### src/rtl/scl_gen_pkg.sv
package scl_gen_pkg;

  typedef enum logic [1:0] {
    PH_IDLE = 2'd0,
    PH_LOW  = 2'd1,
    PH_HIGH = 2'd2
  } phase_e;

  // Setting check: a floor for both modes and a higher floor for standard mode.
  function automatic bit cfg_illegal(input bit fast, input int unsigned div,
                                     input int unsigned any_floor,
                                     input int unsigned std_floor);
    if (div < any_floor) return 1'b1;
    if (!fast && div < std_floor) return 1'b1;
    return 1'b0;
  endfunction

  // Low phase length in ticks.
  function automatic int unsigned low_ticks(input bit fast, input int unsigned div,
                                            input int unsigned odd_div,
                                            input int unsigned odd_low);
    if (!fast) return 4 * div;
    if (div == odd_div) return odd_low;
    return 2 * div;
  endfunction

  // High phase length in ticks.
  function automatic int unsigned high_ticks(input bit fast, input int unsigned div,
                                             input int unsigned odd_div,
                                             input int unsigned odd_high);
    if (!fast) return 4 * div;
    if (div == odd_div) return odd_high;
    return 2 * div;
  endfunction

endpackage

### src/rtl/scl_phase_calc.sv
module scl_phase_calc
  import scl_gen_pkg::*;
#(
  parameter int DIV_W     = 5,
  parameter int CNT_W     = DIV_W + 2,
  parameter int ANY_FLOOR = 3,
  parameter int STD_FLOOR = 5,
  parameter int ODD_DIV   = 5,
  parameter int ODD_LOW   = 6,
  parameter int ODD_HIGH  = 4
) (
  input  logic             fast,
  input  logic [DIV_W-1:0] div,
  output logic [CNT_W-1:0] low_len,
  output logic [CNT_W-1:0] high_len,
  output logic             illegal
);

  int unsigned div_u;

  always_comb begin
    div_u    = int'(div);
    illegal  = cfg_illegal(fast, div_u, ANY_FLOOR, STD_FLOOR);
    low_len  = CNT_W'(low_ticks(fast, div_u, ODD_DIV, ODD_LOW));
    high_len = CNT_W'(high_ticks(fast, div_u, ODD_DIV, ODD_HIGH));
  end

endmodule

### src/rtl/scl_phase_fsm.sv
module scl_phase_fsm
  import scl_gen_pkg::*;
#(
  parameter int CNT_W = 7
) (
  input  logic             clk,
  input  logic             rst_n,
  input  logic             tick,
  input  logic             run,
  input  logic             scl_in,
  input  logic [CNT_W-1:0] low_len,
  input  logic [CNT_W-1:0] high_len,
  output logic             drive_low,
  output logic             low_start,
  output logic             high_start
);

  phase_e           phase;
  logic [CNT_W-1:0] cnt;
  logic             low_start_q;
  logic             high_start_q;

  // Named events for the assertions.
  logic low_done;
  logic high_done;
  logic high_counts;

  assign high_counts = (phase == PH_HIGH) && scl_in;
  assign low_done    = (cnt >= low_len - CNT_W'(1));
  assign high_done   = (cnt >= high_len - CNT_W'(1));

  always_ff @(posedge clk or negedge rst_n) begin
    if (!rst_n) begin
      phase        <= PH_IDLE;
      cnt          <= '0;
      low_start_q  <= 1'b0;
      high_start_q <= 1'b0;
    end else begin
      low_start_q  <= 1'b0;
      high_start_q <= 1'b0;
      if (!run) begin
        phase <= PH_IDLE;
        cnt   <= '0;
      end else if (tick) begin
        unique case (phase)
          PH_IDLE: begin
            phase       <= PH_LOW;
            cnt         <= '0;
            low_start_q <= 1'b1;
          end
          PH_LOW: begin
            if (low_done) begin
              phase <= PH_HIGH;
              cnt   <= '0;
            end else begin
              cnt <= cnt + CNT_W'(1);
            end
          end
          PH_HIGH: begin
            if (high_counts) begin
              if (cnt == '0) high_start_q <= 1'b1;
              if (high_done) begin
                phase       <= PH_LOW;
                cnt         <= '0;
                low_start_q <= 1'b1;
              end else begin
                cnt <= cnt + CNT_W'(1);
              end
            end
          end
          default: begin
            phase <= PH_IDLE;
            cnt   <= '0;
          end
        endcase
      end
    end
  end

  assign drive_low  = (phase == PH_LOW) && run;
  assign low_start  = low_start_q && run;
  assign high_start = high_start_q && run;

  // a low phase strobe coincides with SCL being pulled low
  assert_low_strobe_drives_R7: assert property (@(posedge clk) disable iff (!rst_n)
    low_start |-> drive_low);

  // the two strobes never coincide
  assert_strobes_exclusive_R7: assert property (@(posedge clk) disable iff (!rst_n)
    !(low_start && high_start));

  // a stretched tick does not advance the high counter
  assert_stretch_holds_count_R5: assert property (@(posedge clk) disable iff (!rst_n)
    (phase == PH_HIGH && run && tick && !scl_in) |=> (cnt == $past(cnt) || phase == PH_IDLE));

  // SCL stays released for the whole high phase
  assert_high_released_R5: assert property (@(posedge clk) disable iff (!rst_n)
    (phase == PH_HIGH) |-> !drive_low);

endmodule

### src/rtl/scl_rate_gen.sv
module scl_rate_gen
  import scl_gen_pkg::*;
#(
  parameter int DIV_W     = 5,
  parameter int ANY_FLOOR = 3,
  parameter int STD_FLOOR = 5,
  parameter int ODD_DIV   = 5,
  parameter int ODD_LOW   = 6,
  parameter int ODD_HIGH  = 4
) (
  input  logic             clk,
  input  logic             rst_n,
  input  logic             tick,
  input  logic             enable,
  input  logic             fast_mode,
  input  logic [DIV_W-1:0] divisor,
  input  logic             scl_in,
  output logic             scl_drive_low,
  output logic             low_start,
  output logic             high_start,
  output logic             bad_setting
);

  localparam int CNT_W = DIV_W + 2;

  logic [CNT_W-1:0] low_len;
  logic [CNT_W-1:0] high_len;
  logic             illegal;
  logic             run;

  scl_phase_calc #(
    .DIV_W    (DIV_W),
    .CNT_W    (CNT_W),
    .ANY_FLOOR(ANY_FLOOR),
    .STD_FLOOR(STD_FLOOR),
    .ODD_DIV  (ODD_DIV),
    .ODD_LOW  (ODD_LOW),
    .ODD_HIGH (ODD_HIGH)
  ) u_calc (
    .fast    (fast_mode),
    .div     (divisor),
    .low_len (low_len),
    .high_len(high_len),
    .illegal (illegal)
  );

  assign run         = enable && !illegal;
  assign bad_setting = illegal;

  scl_phase_fsm #(
    .CNT_W(CNT_W)
  ) u_fsm (
    .clk       (clk),
    .rst_n     (rst_n),
    .tick      (tick),
    .run       (run),
    .scl_in    (scl_in),
    .low_len   (low_len),
    .high_len  (high_len),
    .drive_low (scl_drive_low),
    .low_start (low_start),
    .high_start(high_start)
  );

  // disabled means released and silent
  assert_off_released_R6: assert property (@(posedge clk) disable iff (!rst_n)
    !enable |-> (!scl_drive_low && !low_start && !high_start));

  // an illegal setting keeps the line released and the strobes quiet
  assert_bad_quiet_R4: assert property (@(posedge clk) disable iff (!rst_n)
    bad_setting |-> (!scl_drive_low && !low_start && !high_start));

endmodule

### config.mk
export PLATFORM = sky130hd
export DESIGN_NAME = scl_rate_gen
export DESIGN_NICKNAME = d
export VERILOG_FILES = /design/src/rtl/scl_gen_pkg.sv /design/src/rtl/scl_phase_calc.sv /design/src/rtl/scl_phase_fsm.sv /design/src/rtl/scl_rate_gen.sv
export SDC_FILE = /design/constraint.sdc
export NUM_CORES = 1
export LEC_CHECK = 0
export ABC_AREA = 1
export CORE_MARGIN = 3
export CORE_UTILIZATION = 57
export CTS_CLUSTER_SIZE = 24
export DETAILED_ROUTE_END_ITERATION = 12
export PLACE_DENSITY = 0.8
export SKIP_CTS_REPAIR_TIMING = 1
export SLEW_MARGIN = 20
export SYNTH_ARGS = -nofsm -noshare
export SYNTH_HDL_FRONTEND = slang
export SYNTH_HIERARCHICAL = 1
export SYNTH_SLANG_ARGS = --single-unit
### constraint.sdc
create_clock -name clk -period 2.2 [get_ports clk]
set_clock_uncertainty 0.15 [all_clocks]
set_input_delay 0.22 -clock clk [delete_from_list [all_inputs] [get_ports clk]]
set_output_delay 0.22 -clock clk [all_outputs]
set_load 0.01 [all_outputs]
Yosys cells after proc, flatten, opt, wreduce, memory -nomap -nowiden. Cells that the tools add are included. Widths: inputs -> output; s select.

$lt $le $gt $ge: 4. Equal/unequal tests: 7. Multiplexer cells: 36. Reduce and logical (&&, ||, !) cells: 12. Add/subtract/negate cells: 3.

Operators with widths (count): $mux 7 (12); $mux 1 (16); $ge 7x7->1 (2); $pmux 7 s2 (1); $sub 7x1->7 const B (2); $mux 2 (5); $ne 3x3->1 const B (3); $add 7x1->7 const B (1); $logic_not 7->1 (1); $logic_and 1x1->1 (6); $pmux 2 s3 (1); $eq 5x3->1 const B (1); $lt 5x2->1 const B (1); $lt 5x3->1 const B (1); $reduce_and 4->1 (1); $eq 2x1->1 const B (1); $eq 2x2->1 const B (1); $logic_not 1->1 (2); $logic_not 2->1 (1); $ne 2x2->1 const B (1); $pmux 1 s2 (1); $reduce_and 2->1 (1).

Output and inout bits: 4. Bits of input ports: 11. Bits in registers: 11.

Depth between registers and ports, before layout. Gate-level depths: netlist (run 1).

Depth after elaboration: 12. Gate-level depth with buffers: 18. Gate-level depth less buffers: 17.

By module. The synthesis (run 1) kept the hierarchy.

By module, submodules not included: scl_phase_fsm (area each 1214.9 µm², times used 1, sequential area each 275.3 µm², cells each 178); scl_phase_calc (area each 192.7 µm², times used 1, sequential area each 0.0 µm², cells each 35); scl_rate_gen (area each 10.0 µm², times used 1, sequential area each 0.0 µm², cells each 2).

Worst setup path before layout (run 1). OpenSTA, ideal clock, no wires.

Kind: input port to flip-flop. From: in divisor[2]. To: reg u_fsm.cnt[2]. Required time: 1.985 ns. Data arrival time: 2.082 ns. Setup time: 0.065 ns. Stages: 17. Path slack: -0.097 ns. Path buffers: 1. Path through: inv_1 nor2_4 nand3_2 o211ai_1 buf_4 nor2_1 nand2_1 nor3_1 xnor2_1 ha_1 nand2_1 inv_1 a21oi_1 nand3_1 nand2_2 nand3_1 nand2_1.

Word-level cells in the longest chain between the ends: 12.

Ends and longest elaborated chain: start: declaration (line scl_rate_gen.sv:16) `input logic [DIV_W-1:0] divisor,`; $eq 5x3->1 * (line scl_gen_pkg.sv:32) `if (div == odd_div) return odd_high;`; $mux 1 (2 in series) (line scl_gen_pkg.sv:32); $mux 7 * (line scl_gen_pkg.sv:33) `return 2 * div;`; $mux 7 * (line scl_gen_pkg.sv:32); net high_len[2] (line scl_rate_gen.sv:27) `logic [CNT_W-1:0] high_len;`; $sub 7x1->7 * (line scl_phase_fsm.sv:30) `assign high_done = (cnt >= high_len - CNT_W'(1));`; $ge 7x7->1 * (line scl_phase_fsm.sv:30); $mux 7 * (line scl_phase_fsm.sv:62) `if (high_done) begin`; $mux 7 * (line scl_phase_fsm.sv:60) `if (high_counts) begin`; $pmux 7 s2 * (line scl_phase_fsm.sv:45) `unique case (phase)`; $mux 7 * (line scl_phase_fsm.sv:44) `end else if (tick) begin`; $mux 7 * (line scl_phase_fsm.sv:41) `if (!run) begin`; end signal: assignment (line scl_phase_fsm.sv:56) `cnt <= cnt + CNT_W'(1);`; end signal: assignment (line scl_phase_fsm.sv:67) `cnt <= cnt + CNT_W'(1);`; end: declaration (line scl_phase_fsm.sv:19) `logic [CNT_W-1:0] cnt;`.

The timed path passes the listed nets; every way through them passes the cells marked *. The select of a mux whose other input is x is not followed. A chain may end at the register's enable or synchronous reset.

Worst setup path after layout (run 1).
From: in divisor[4]. To: reg u_fsm.cnt[6].

The elaborated chain is that of the path after synthesis.

==> metrics.yaml, run 1 <==
ios: 15
switching_share: 0.400
cp_top_family: "simple AND/OR/NAND/NOR gates"
p_seq_frac: 0.315
cts_buffers: 3
wl_per_cell_um: 13.3
gp_congestion: 0.834
port_buffers: 14
fin_cells: 280
h-tree-depth: 1
worstPathCellList: "clkbuf_2, nor2_4, nand3_2, o211ai_1, buf_4, nor2_2, nand2_1, buf_4, xor2_1, ha_1, nand2_1, nand2_1, a21oi_2, nand3_1, nand2_2, nand3_2, nand2_2"
combPwrFrac: 0.488
cp_common_cell: "nand2_1"
p_per_area_mw_per_mm2: 396
ys_ff_latch: 11
multi_input_area_mm2: 0.00102
yosys_warnings: 6
hold_path.class: "in -> async"
synthTopCellsByCount: "nand2_1 (63), inv_1 (36), ha_1 (21)"
cp-start-kind: "primary input"
synth-edff-count: 0
first_global_vias: 1428
dp.cells: 272
ys_async_sr_fraction: 1.00
wl_um: 3710
fill_cells: 161
grtUsageTotal: 0.231
vias_per_cell: 5.36
dr_total_vias: 1500
clock_latency_ns: 0.28
antenna_found_initial: 0
place_area_mm2: 0.00172
areaGrowthSynthToFinish_pct: 29.2
core_mm2: 0.00228
crit_path_end_kind: "flip-flop"
synth-compound-area-share: 0.0583
seq_area_um2: 275
post-place-ws_ns: -0.764
synth_area_leaders: "dfrtp_1 (19%), ha_1 (19%), nand2_1 (17%)"
clk_path_buf_depth: 2
clkTransAtPathRegs_ns: 0.08
synth_top_family_by_area: "simple AND/OR/NAND/NOR gates"
slowest_stage: "ha_1"
synthDistinctLibCells: 26
overflow: 0
worst_slack_ns: -0.193
irDropWorstVdd_mv: 0.369
arrival_ns: 2.46
cts_tree: "done"
fin_crit_ns: 2.39
diodes: 0
rsz0062_at_grt: "yes"
clockPowerShare: 0.198
synth_top_area_share: 0.194
grt_pass1_wl_um: 5870
post-route-period-util: 1.09
synth-xor-area-share: 0.0741
synth_fa_ha_area_frac: 0.185
fin_util: 0.805
drv_slew: 0
dr.pass1.iters: 4
drc_errors: 0
drive_above_1_share: 0.274
die_h_um: 55.9
max_freq_ghz: 0.418
maxSlewHeadroom: 0.646
run_status: "finished with violations"
synth_top_area_cell: "dfrtp_1"
cp_num_buf_inv: 3
synthesis.instances: 215
cts.sinks: 11
dp_hpwl_um: 2720
slowest_delay_ns: 0.27
synth.most_common_cell: "nand2_1"
start_util: 0.623
final_nets: 285
p_leak_uw: 0.00101
p_int_uw: 435
hold_viol: 0
setup.worst_path.class: "in -> reg"
p_sw_uw: 290
stdcell_area_mm2: 0.00183
root_buffer: "clkbuf_4"
worstMarginPinSlew_ns: 0.529
violations: "negative setup slack"
postRouteAntennaNets: 0
synthFlopType: "dfrtp_1"
synth_mux_area_frac: 0
total_power_uw: 725
max-cap-violations: 0
row_count: 17
drtIter0Drc: 70
synth.avg_cell_area_um2: 6.59
dieArea_mm2: 0.00312
yosys.area_share.simple: 0.339
syn_area_mm2: 0.00142
required_ns: 2.27
synth-seq-area-share: 0.194
cp_max_fo: 7
setup_violations: 10
die_w_um: 55.9
grt_max_degree: 12
## area by class of cell
type | instances | area share
well taps | 28 | 0.0191
flip-flops and latches | 11 | 0.150
clock buffers | 3 | 0.0123
clock inverters | 1 | 0.00273
repair buffers | 40 | 0.173
multi-input cells | 157 | 0.557
inverters | 40 | 0.0847
## power by group through the flow
| stage | sequential, µW | clock, µW | combinational (µW) |
|---|---|---|---|
| 2_1_floorplan | 229 | 0 | 205 |
| 3_3_place_gp | 231 | 0 | 305 |
| 3_5_place_dp | 232 | 0 | 316 |
| 4_1_cts | 228 | 147 | 319 |
| 5_1_grt | 231 | 163 | 394 |
| 6_report | 228 | 143 | 353 |
## logic make-up after synthesis
logic type	count (synthesis)
flip-flops	11
XOR/XNOR	12
AO/OA/AOI/OAI	15
AND/OR/NAND/NOR	107
buffers and inverters	48
other	1
adder cells (fa/ha/maj)	21
## path summary, 6_finish.rpt
path | start | end | slack [ns] | cells past startpoint
max | divisor[4] | u_fsm/cnt[6] | -0.19 | 17
min | rst_n | u_fsm/cnt[6] | 0.14 | 1
max reg2reg | u_fsm/cnt[2] | u_fsm/cnt[6] | 0.38 | 8
min reg2reg | u_fsm/phase[1] | u_fsm/phase[1] | 0.37 | 2
max in group asynchronous | rst_n | u_fsm/high_start_q | 1.41 | 1
min in group clk | u_fsm/phase[1] | u_fsm/phase[1] | 0.37 | 2
## layout by cell type, fill, tap and decap left out
cell type,synthesis,routed
nand2_2,2,6
clkinv_1,1,1
dfrtp_1,11,11
clkinv_2,0,1
a21oi_2,0,4
ha_1,21,21
clkdlybuf4s50_1,0,8
conb_1,1,2
nor2_1,12,10
o21ai_1,2,2
clkbuf_4,0,3
clkbuf_2,0,4
nor3_2,0,4
nor3b_1,1,1
xor2_1,5,4
nor2_2,3,4
o211ai_1,2,2
nand2_1,63,59
buf_8,0,1
nor2_4,2,3
o21ai_0,3,3
buf_4,7,27
inv_1,36,34
xnor2_1,7,7
a21oi_1,7,3
xor2_2,0,1
nor4_1,1,1
nand4_1,5,5
nand3_2,2,6
inv_2,3,4
nand3_1,12,8
a21o_1,1,1
inv_6,0,1
## per-layer routing
metal | GRT usage | up-vias | wire [µm]
li1 | - | 737 | -
met1 | 0.286 | 687 | 1520
met2 | 0.387 | 67 | 1910
met4 | 0.0881 | 0 | 37
met3 | 0.0557 | 9 | 236
met5 | 0 | - | 0
## metrics by stage
stage | TNS (ns) | hold slack [ns]
finish | -1.54 | 0.136
global route | -2.15 | 0.153
CTS | -5.52 | 0.139
detailed placement | -8.33 | 0.352
global placement | -6.92 | 0.345
floorplan | 0 | -0.226
## registers in the layout, summed over array words and instances (netlist names)
name / cells
u_fsm/phase: 2
u_fsm/low_start_q: 1
u_fsm/high_start_q: 1
u_fsm/cnt: 7
## worst register-to-register path, stage by stage, from the launching register on
cell and delay, ns:
dfrtp_1 0.49, ha_1 0.36, a21oi_1 0.15, nand2_1 0.10, nand2_1 0.12, nand3_1 0.10
nand2_2 0.15, nand3_2 0.09, nand2_2 0.07
(Power assumes the default switching activity.)
==> run 2, diff against run 1 <==
--- a/config.mk
+++ b/config.mk
@@ -5,7 +5,6 @@
 export SDC_FILE = /design/constraint.sdc
 export NUM_CORES = 1
 export LEC_CHECK = 0
-export ABC_AREA = 1
 export CORE_MARGIN = 3
 export CORE_UTILIZATION = 57
 export CTS_CLUSTER_SIZE = 24
==> run 2 against run 1 <==
Compared with the run above:
- the flow still finishes with violations (negative setup slack)
- critical path depth shrank 2
- clock power shrank 3%
- die area shrank 0.95%
- power down 13%
- non-clock buffer count grew 3
- global-route usage decreased by 0.35 points
- largest power group unchanged
==> metrics.yaml, run 2 <==
synth_mux_area_frac: 0.0152
cts_buffers: 3
fill_cells: 134
met3_length_um: 284
hold_path.class: "in -> async"
cp-start-kind: "primary input"
arrival_ns: 2.84
dp.cells: 221
overflow: 0
worst_slack_ns: -0.665
switching_share: 0.358
dr.pass1.iters: 5
multi_input_area_mm2: 0.00113
cts_tree: "done"
cp_max_fo: 7
clock_latency_ns: 0.27
ys_ff_latch: 11
worstMarginPinSlew_ns: 0.540
p_per_area_mw_per_mm2: 333
die_w_um: 55.6
dr_total_vias: 1462
wl_um: 4140
synth_top_family_by_area: "compound AO/OA/AOI/OAI gates"
r2r-start: "u_fsm/phase[0]"
synth-seq-area-share: 0.196
met1_length_um: 1800
reg2reg_to: "u_fsm/cnt[5]"
core_mm2: 0.00228
irDropWorstVdd_mv: 0.451
antenna_found_initial: 0
clk_path_buf_depth: 2
diodes: 0
top_layer_used: "met4"
synth.most_common_cell: "ha_1"
clkTransAtPathRegs_ns: 0.07
max-cap-violations: 0
rsz0062_at_grt: "yes"
ios: 15
fin_crit_ns: 2.86
drive_above_1_share: 0.354
seq_area_um2: 275
drc_errors: 0
grtUsageTotal: 0.228
maxSlewHeadroom: 0.636
synth-xor-area-share: 0.0624
post-place-ws_ns: -1.22
run_status: "finished with violations"
max_freq_ghz: 0.349
clockPowerShare: 0.218
required_ns: 2.18
largest_reg_flops: 7
h-tree-depth: 1
final_cell_mix: "buf_4 (24), ha_1 (19), inv_1 (16), nand2_1 (16), dfrtp_1 (11)"
drv_slew: 0
synthFlopType: "dfrtp_1"
wl_met2_um: 1920
crit_start: "divisor[3]"
fin_cells: 234
crit_path_end_kind: "flip-flop"
vias_per_cell: 6.25
synth-compound-area-share: 0.244
regMostFlops: "u_fsm/cnt"
yosys_warnings: 6
hold_ws_ns: 0.140
dieArea_mm2: 0.00309
synth-edff-count: 0
final_nets: 239
postRouteAntennaNets: 0
p_seq_frac: 0.332
dp_hpwl_um: 2710
synthesis.instances: 167
grt_pass1_wl_um: 5720
synth_top_area_cell: "dfrtp_1"
post-route-period-util: 1.30
start_util: 0.616
wl_per_cell_um: 17.7
synthDistinctLibCells: 45
ys_async_sr_fraction: 1.00
cp-endpoint: "u_fsm/cnt[3]"
port_buffers: 14
setup.worst_path.class: "in -> reg"
row_count: 17
synth_fa_ha_area_frac: 0.187
drtIter0Drc: 56
grt_max_degree: 12
yosys.area_share.simple: 0.202
syn_area_mm2: 0.00140
violations: "negative setup slack"
synth.avg_cell_area_um2: 8.40
cts.sinks: 11
combPwrFrac: 0.450
reg2regPathDepth: 8
p_int_uw: 405
synthTopCellsByCount: "ha_1 (21), inv_1 (17), nand2_1 (17)"
p_sw_uw: 226
hold_viol: 0
setup_violations: 10
gp_congestion: 0.854
root_buffer: "clkbuf_4"
ff2ff_setup_slack_ns: 0
reg_top3: "u_fsm/cnt: 7 flops, u_fsm/phase: 2 flops"
mostFrequentLayoutCell: "buf_4"
synth_area_leaders: "dfrtp_1 (20%), ha_1 (19%), inv_1 (4.5%)"
areaGrowthSynthToFinish_pct: 35.1
die_h_um: 55.6
total_power_uw: 631
synth_top_area_share: 0.196
first_global_vias: 1305
p_leak_uw: 0.000833
[run 2: worst max-delay path, cell delays in order]
cell and delay, ns:
buf_6 0.09, or3b_4 0.42, o21a_1 0.22, inv_2 0.09, ha_4 0.14, nand3b_1 0.11
xor2_1 0.17, ha_1 0.37, nand2_2 0.14, o21ai_4 0.18, a211oi_4 0.05, buf_6 0.15
buf_6 0.13, o21ai_0 0.20, o221ai_1 0.16
[run 2: power by group through the flow]
stage	Combinational, µW	Sequential, µW	Clock, µW
2_1_floorplan	153	212	0
3_3_place_gp	226	212	0
3_5_place_dp	235	213	0
4_1_cts	237	209	141
5_1_grt	308	210	157
6_report	284	209	138
[run 2: per-stage QoR]
stage / utilization / area, µm² / TNS [ns]
final: 0.832 / 1890 / -5.64
after detailed placement: 0.750 / 1710 / -12.52
after global routing: 0.832 / 1890 / -6.18
after global placement: 0.750 / 1710 / -11.19
after CTS: 0.761 / 1730 / -9.89
after floorplan: - / 1450 / -4.68
[run 2: logic make-up after synthesis]
family / Yosys count
AOI/OAI and AO/OA: 41
xor gates and xnor gates: 10
adders and majority gates: 21
buffers and inverters: 26
DFF: 11
muxes: 2
other: 1
and+or+nand+nor: 55
[run 2: final cells by class]
type                    instances  share of cell area
inverters                      17              0.0337
repair buffers                 43               0.190
multi-input cells             131               0.599
flip-flops and latches         11               0.145
clock buffers                   4              0.0139
well taps                      28              0.0185
[run 2: per-layer routing]
| layer | track usage | up-vias |
|---|---|---|
| li1 | - | 674 |
| met1 | 0.315 | 697 |
| met2 | 0.367 | 72 |
| met3 | 0.0557 | 19 |
| met4 | 0.0313 | 0 |
| met5 | 0 | - |
[run 2: how the worst min path moves through the flow]
stage	from	to	slack, ns	depth (start not counted)
floorplan	rst_n	u_fsm/cnt[0]	-0.23	0
global placement	u_fsm/cnt[0]	u_fsm/cnt[0]	0.39	1
detailed placement	u_fsm/cnt[0]	u_fsm/cnt[0]	0.39	1
CTS	rst_n	u_fsm/cnt[3]	0.14	1
global route	rst_n	u_fsm/cnt[1]	0.16	1
finish	rst_n	u_fsm/cnt[6]	0.14	1
==> run 3, diff against run 2 <==
--- a/config.mk
+++ b/config.mk
@@ -6,10 +6,11 @@
 export NUM_CORES = 1
 export LEC_CHECK = 0
 export CORE_MARGIN = 3
-export CORE_UTILIZATION = 57
+export CORE_UTILIZATION = 63
 export CTS_CLUSTER_SIZE = 24
 export DETAILED_ROUTE_END_ITERATION = 12
-export PLACE_DENSITY = 0.8
+export DONT_BUFFER_PORTS = 1
+export PLACE_DENSITY = 0.79
 export SKIP_CTS_REPAIR_TIMING = 1
 export SLEW_MARGIN = 20
 export SYNTH_ARGS = -nofsm -noshare
==> run 3 against run 2 <==
Compared with the run above:
- the flow still finishes with violations (negative setup slack)
- worst hold slack got worse by 0.039 ns
- sequential power about the same
- critical path depth is 3 lower
- combinational power is 25% lower
- fmax up 11%
- non-clock buffer count decreased by 26
- sequential share of layout area rose by 2.7 points
- global-route usage is 3.3 points higher
- sequential cell count is the same
- largest cell class unchanged
==> metrics.yaml, run 3 (same netlist as run 2, synthesis figures left out) <==
final_cell_mix: "ha_1 (20), inv_1 (16), nand2_1 (16), buf_4 (13), dfrtp_1 (11)"
irDropWorstVdd_mv: 0.304
ff2ff_setup_slack_ns: 0.07
grt_max_degree: 12
cts.sinks: 11
cp_max_fo: 7
dieArea_mm2: 0.00283
final_nets: 213
max_freq_ghz: 0.387
crit_start: "divisor[4]"
clk_path_buf_depth: 2
post-place-ws_ns: -0.677
antenna_found_initial: 0
diodes: 0
areaGrowthSynthToFinish_pct: 14.1
setup.worst_path.class: "in -> reg"
p_per_area_mw_per_mm2: 354
first_global_vias: 1166
cts_tree: "done"
drc_errors: 0
p_leak_uw: 0.000666
die_h_um: 53.2
drtIter0Drc: 32
setup_violations: 10
cts_buffers: 3
clock_latency_ns: 0.28
vias_per_cell: 6.28
required_ns: 2.23
r2r-start: "u_fsm/cnt[2]"
p_sw_uw: 198
largest_reg_flops: 7
reg_top3: "u_fsm/cnt: 7 flops, u_fsm/phase: 2 flops"
switching_share: 0.350
h-tree-depth: 1
combPwrFrac: 0.375
grt_pass1_wl_um: 5350
postRouteAntennaNets: 0
setup-tns-final_ns: -3.13
mostFrequentLayoutCell: "ha_1"
port_buffers: 0
cp-start-kind: "primary input"
cp-endpoint: "u_fsm/cnt[5]"
fill_cells: 150
dp_hpwl_um: 2690
worstMarginPinSlew_ns: 0.533
regMostFlops: "u_fsm/cnt"
reg2reg_to: "u_fsm/cnt[2]"
fin_cells: 207
ios: 15
arrival_ns: 2.62
hold_ws_ns: 0.101
wl_um: 3500
dp.cells: 199
worst_slack_ns: -0.387
post-route-period-util: 1.18
fin_crit_ns: 2.59
reg2regPathDepth: 7
hold_viol: 0
rsz0062_at_grt: "yes"
overflow: 0
grtUsageTotal: 0.261
p_int_uw: 369
hold_path.class: "in -> reg"
clockPowerShare: 0.257
die_w_um: 53.2
gp_congestion: 0.884
row_count: 16
p_seq_frac: 0.368
maxSlewHeadroom: 0.643
run_status: "finished with violations"
violations: "negative setup slack"
dr_total_vias: 1299
drv_slew: 0
drive_above_1_share: 0.244
crit_path_end_kind: "flip-flop"
root_buffer: "clkbuf_4"
fin_util: 0.784
max-cap-violations: 0
dr.pass1.iters: 4
wl_per_cell_um: 16.9
hold_depth: 3
core_mm2: 0.00204
start_util: 0.687
clkTransAtPathRegs_ns: 0.07
run 3: changes by cell type in the layout (fill, tap and decap cells not counted), moves of 3 or more:
cell / previous run / this run
buf_4: 24 / 13
clkdlybuf4s50_1: 6 / 0
buf_6: 5 / 1
clkbuf_2: 4 / 0
dlygate4sd3_1: 0 / 3
dlymetal6s2s_1: 3 / 0
run 3: how the worst min path moves through the flow:
| stage | start | endpoint | slack (ns) |
|---|---|---|---|
| after floorplan | rst_n | u_fsm/cnt[0] | -0.23 |
| after global placement | rst_n | u_fsm/cnt[3] | -0.23 |
| after detailed placement | rst_n | u_fsm/cnt[2] | -0.23 |
| after CTS | rst_n | u_fsm/cnt[5] | -0.53 |
| after global routing | tick | u_fsm/phase[0] | 0.12 |
| final | tick | u_fsm/phase[0] | 0.10 |
run 3: per-layer routing:
layer  vias to the layer above  track usage  share of wire
met1                       610        0.326           0.44
li1                        621            -              -
met5                         -            0              0
met4                         0       0.0809          0.014
met3                         9       0.0789          0.077
met2                        59        0.426           0.47
run 3: worst max-delay path, stage by stage:
cell	delay, ns
or3b_4	0.40
o21a_1	0.23
inv_2	0.08
ha_4	0.13
buf_4	0.11
xnor2_2	0.06
ha_1	0.32
a21oi_2	0.14
o21ai_2	0.11
a211oi_4	0.40
o21ai_4	0.15
o311ai_2	0.24
run 3: final cells by class:
class                      count  area (µm²)  area share
timing repair buffer          17         139      0.0868
sequential                    11         275       0.172
multi-input combinational    131        1060       0.664
inverter                      17        63.8      0.0399
tap                           27        33.8      0.0211
clock buffer                   4        26.3      0.0164
run 3: metrics by stage:
stage,total power [µW],area [µm²]
detailed placement,402,1510
CTS,551,1540
finish,567,1600
floorplan,365,1450
global placement,394,1510
global route,601,1600
run 3: power groups by stage:
stage | clock, µW | sequential (µW) | combinational, µW
6_report | 146 | 208 | 213
5_1_grt | 159 | 209 | 233
4_1_cts | 151 | 208 | 192
3_5_place_dp | 0 | 212 | 190
3_3_place_gp | 0 | 212 | 182
2_1_floorplan | 0 | 212 | 153
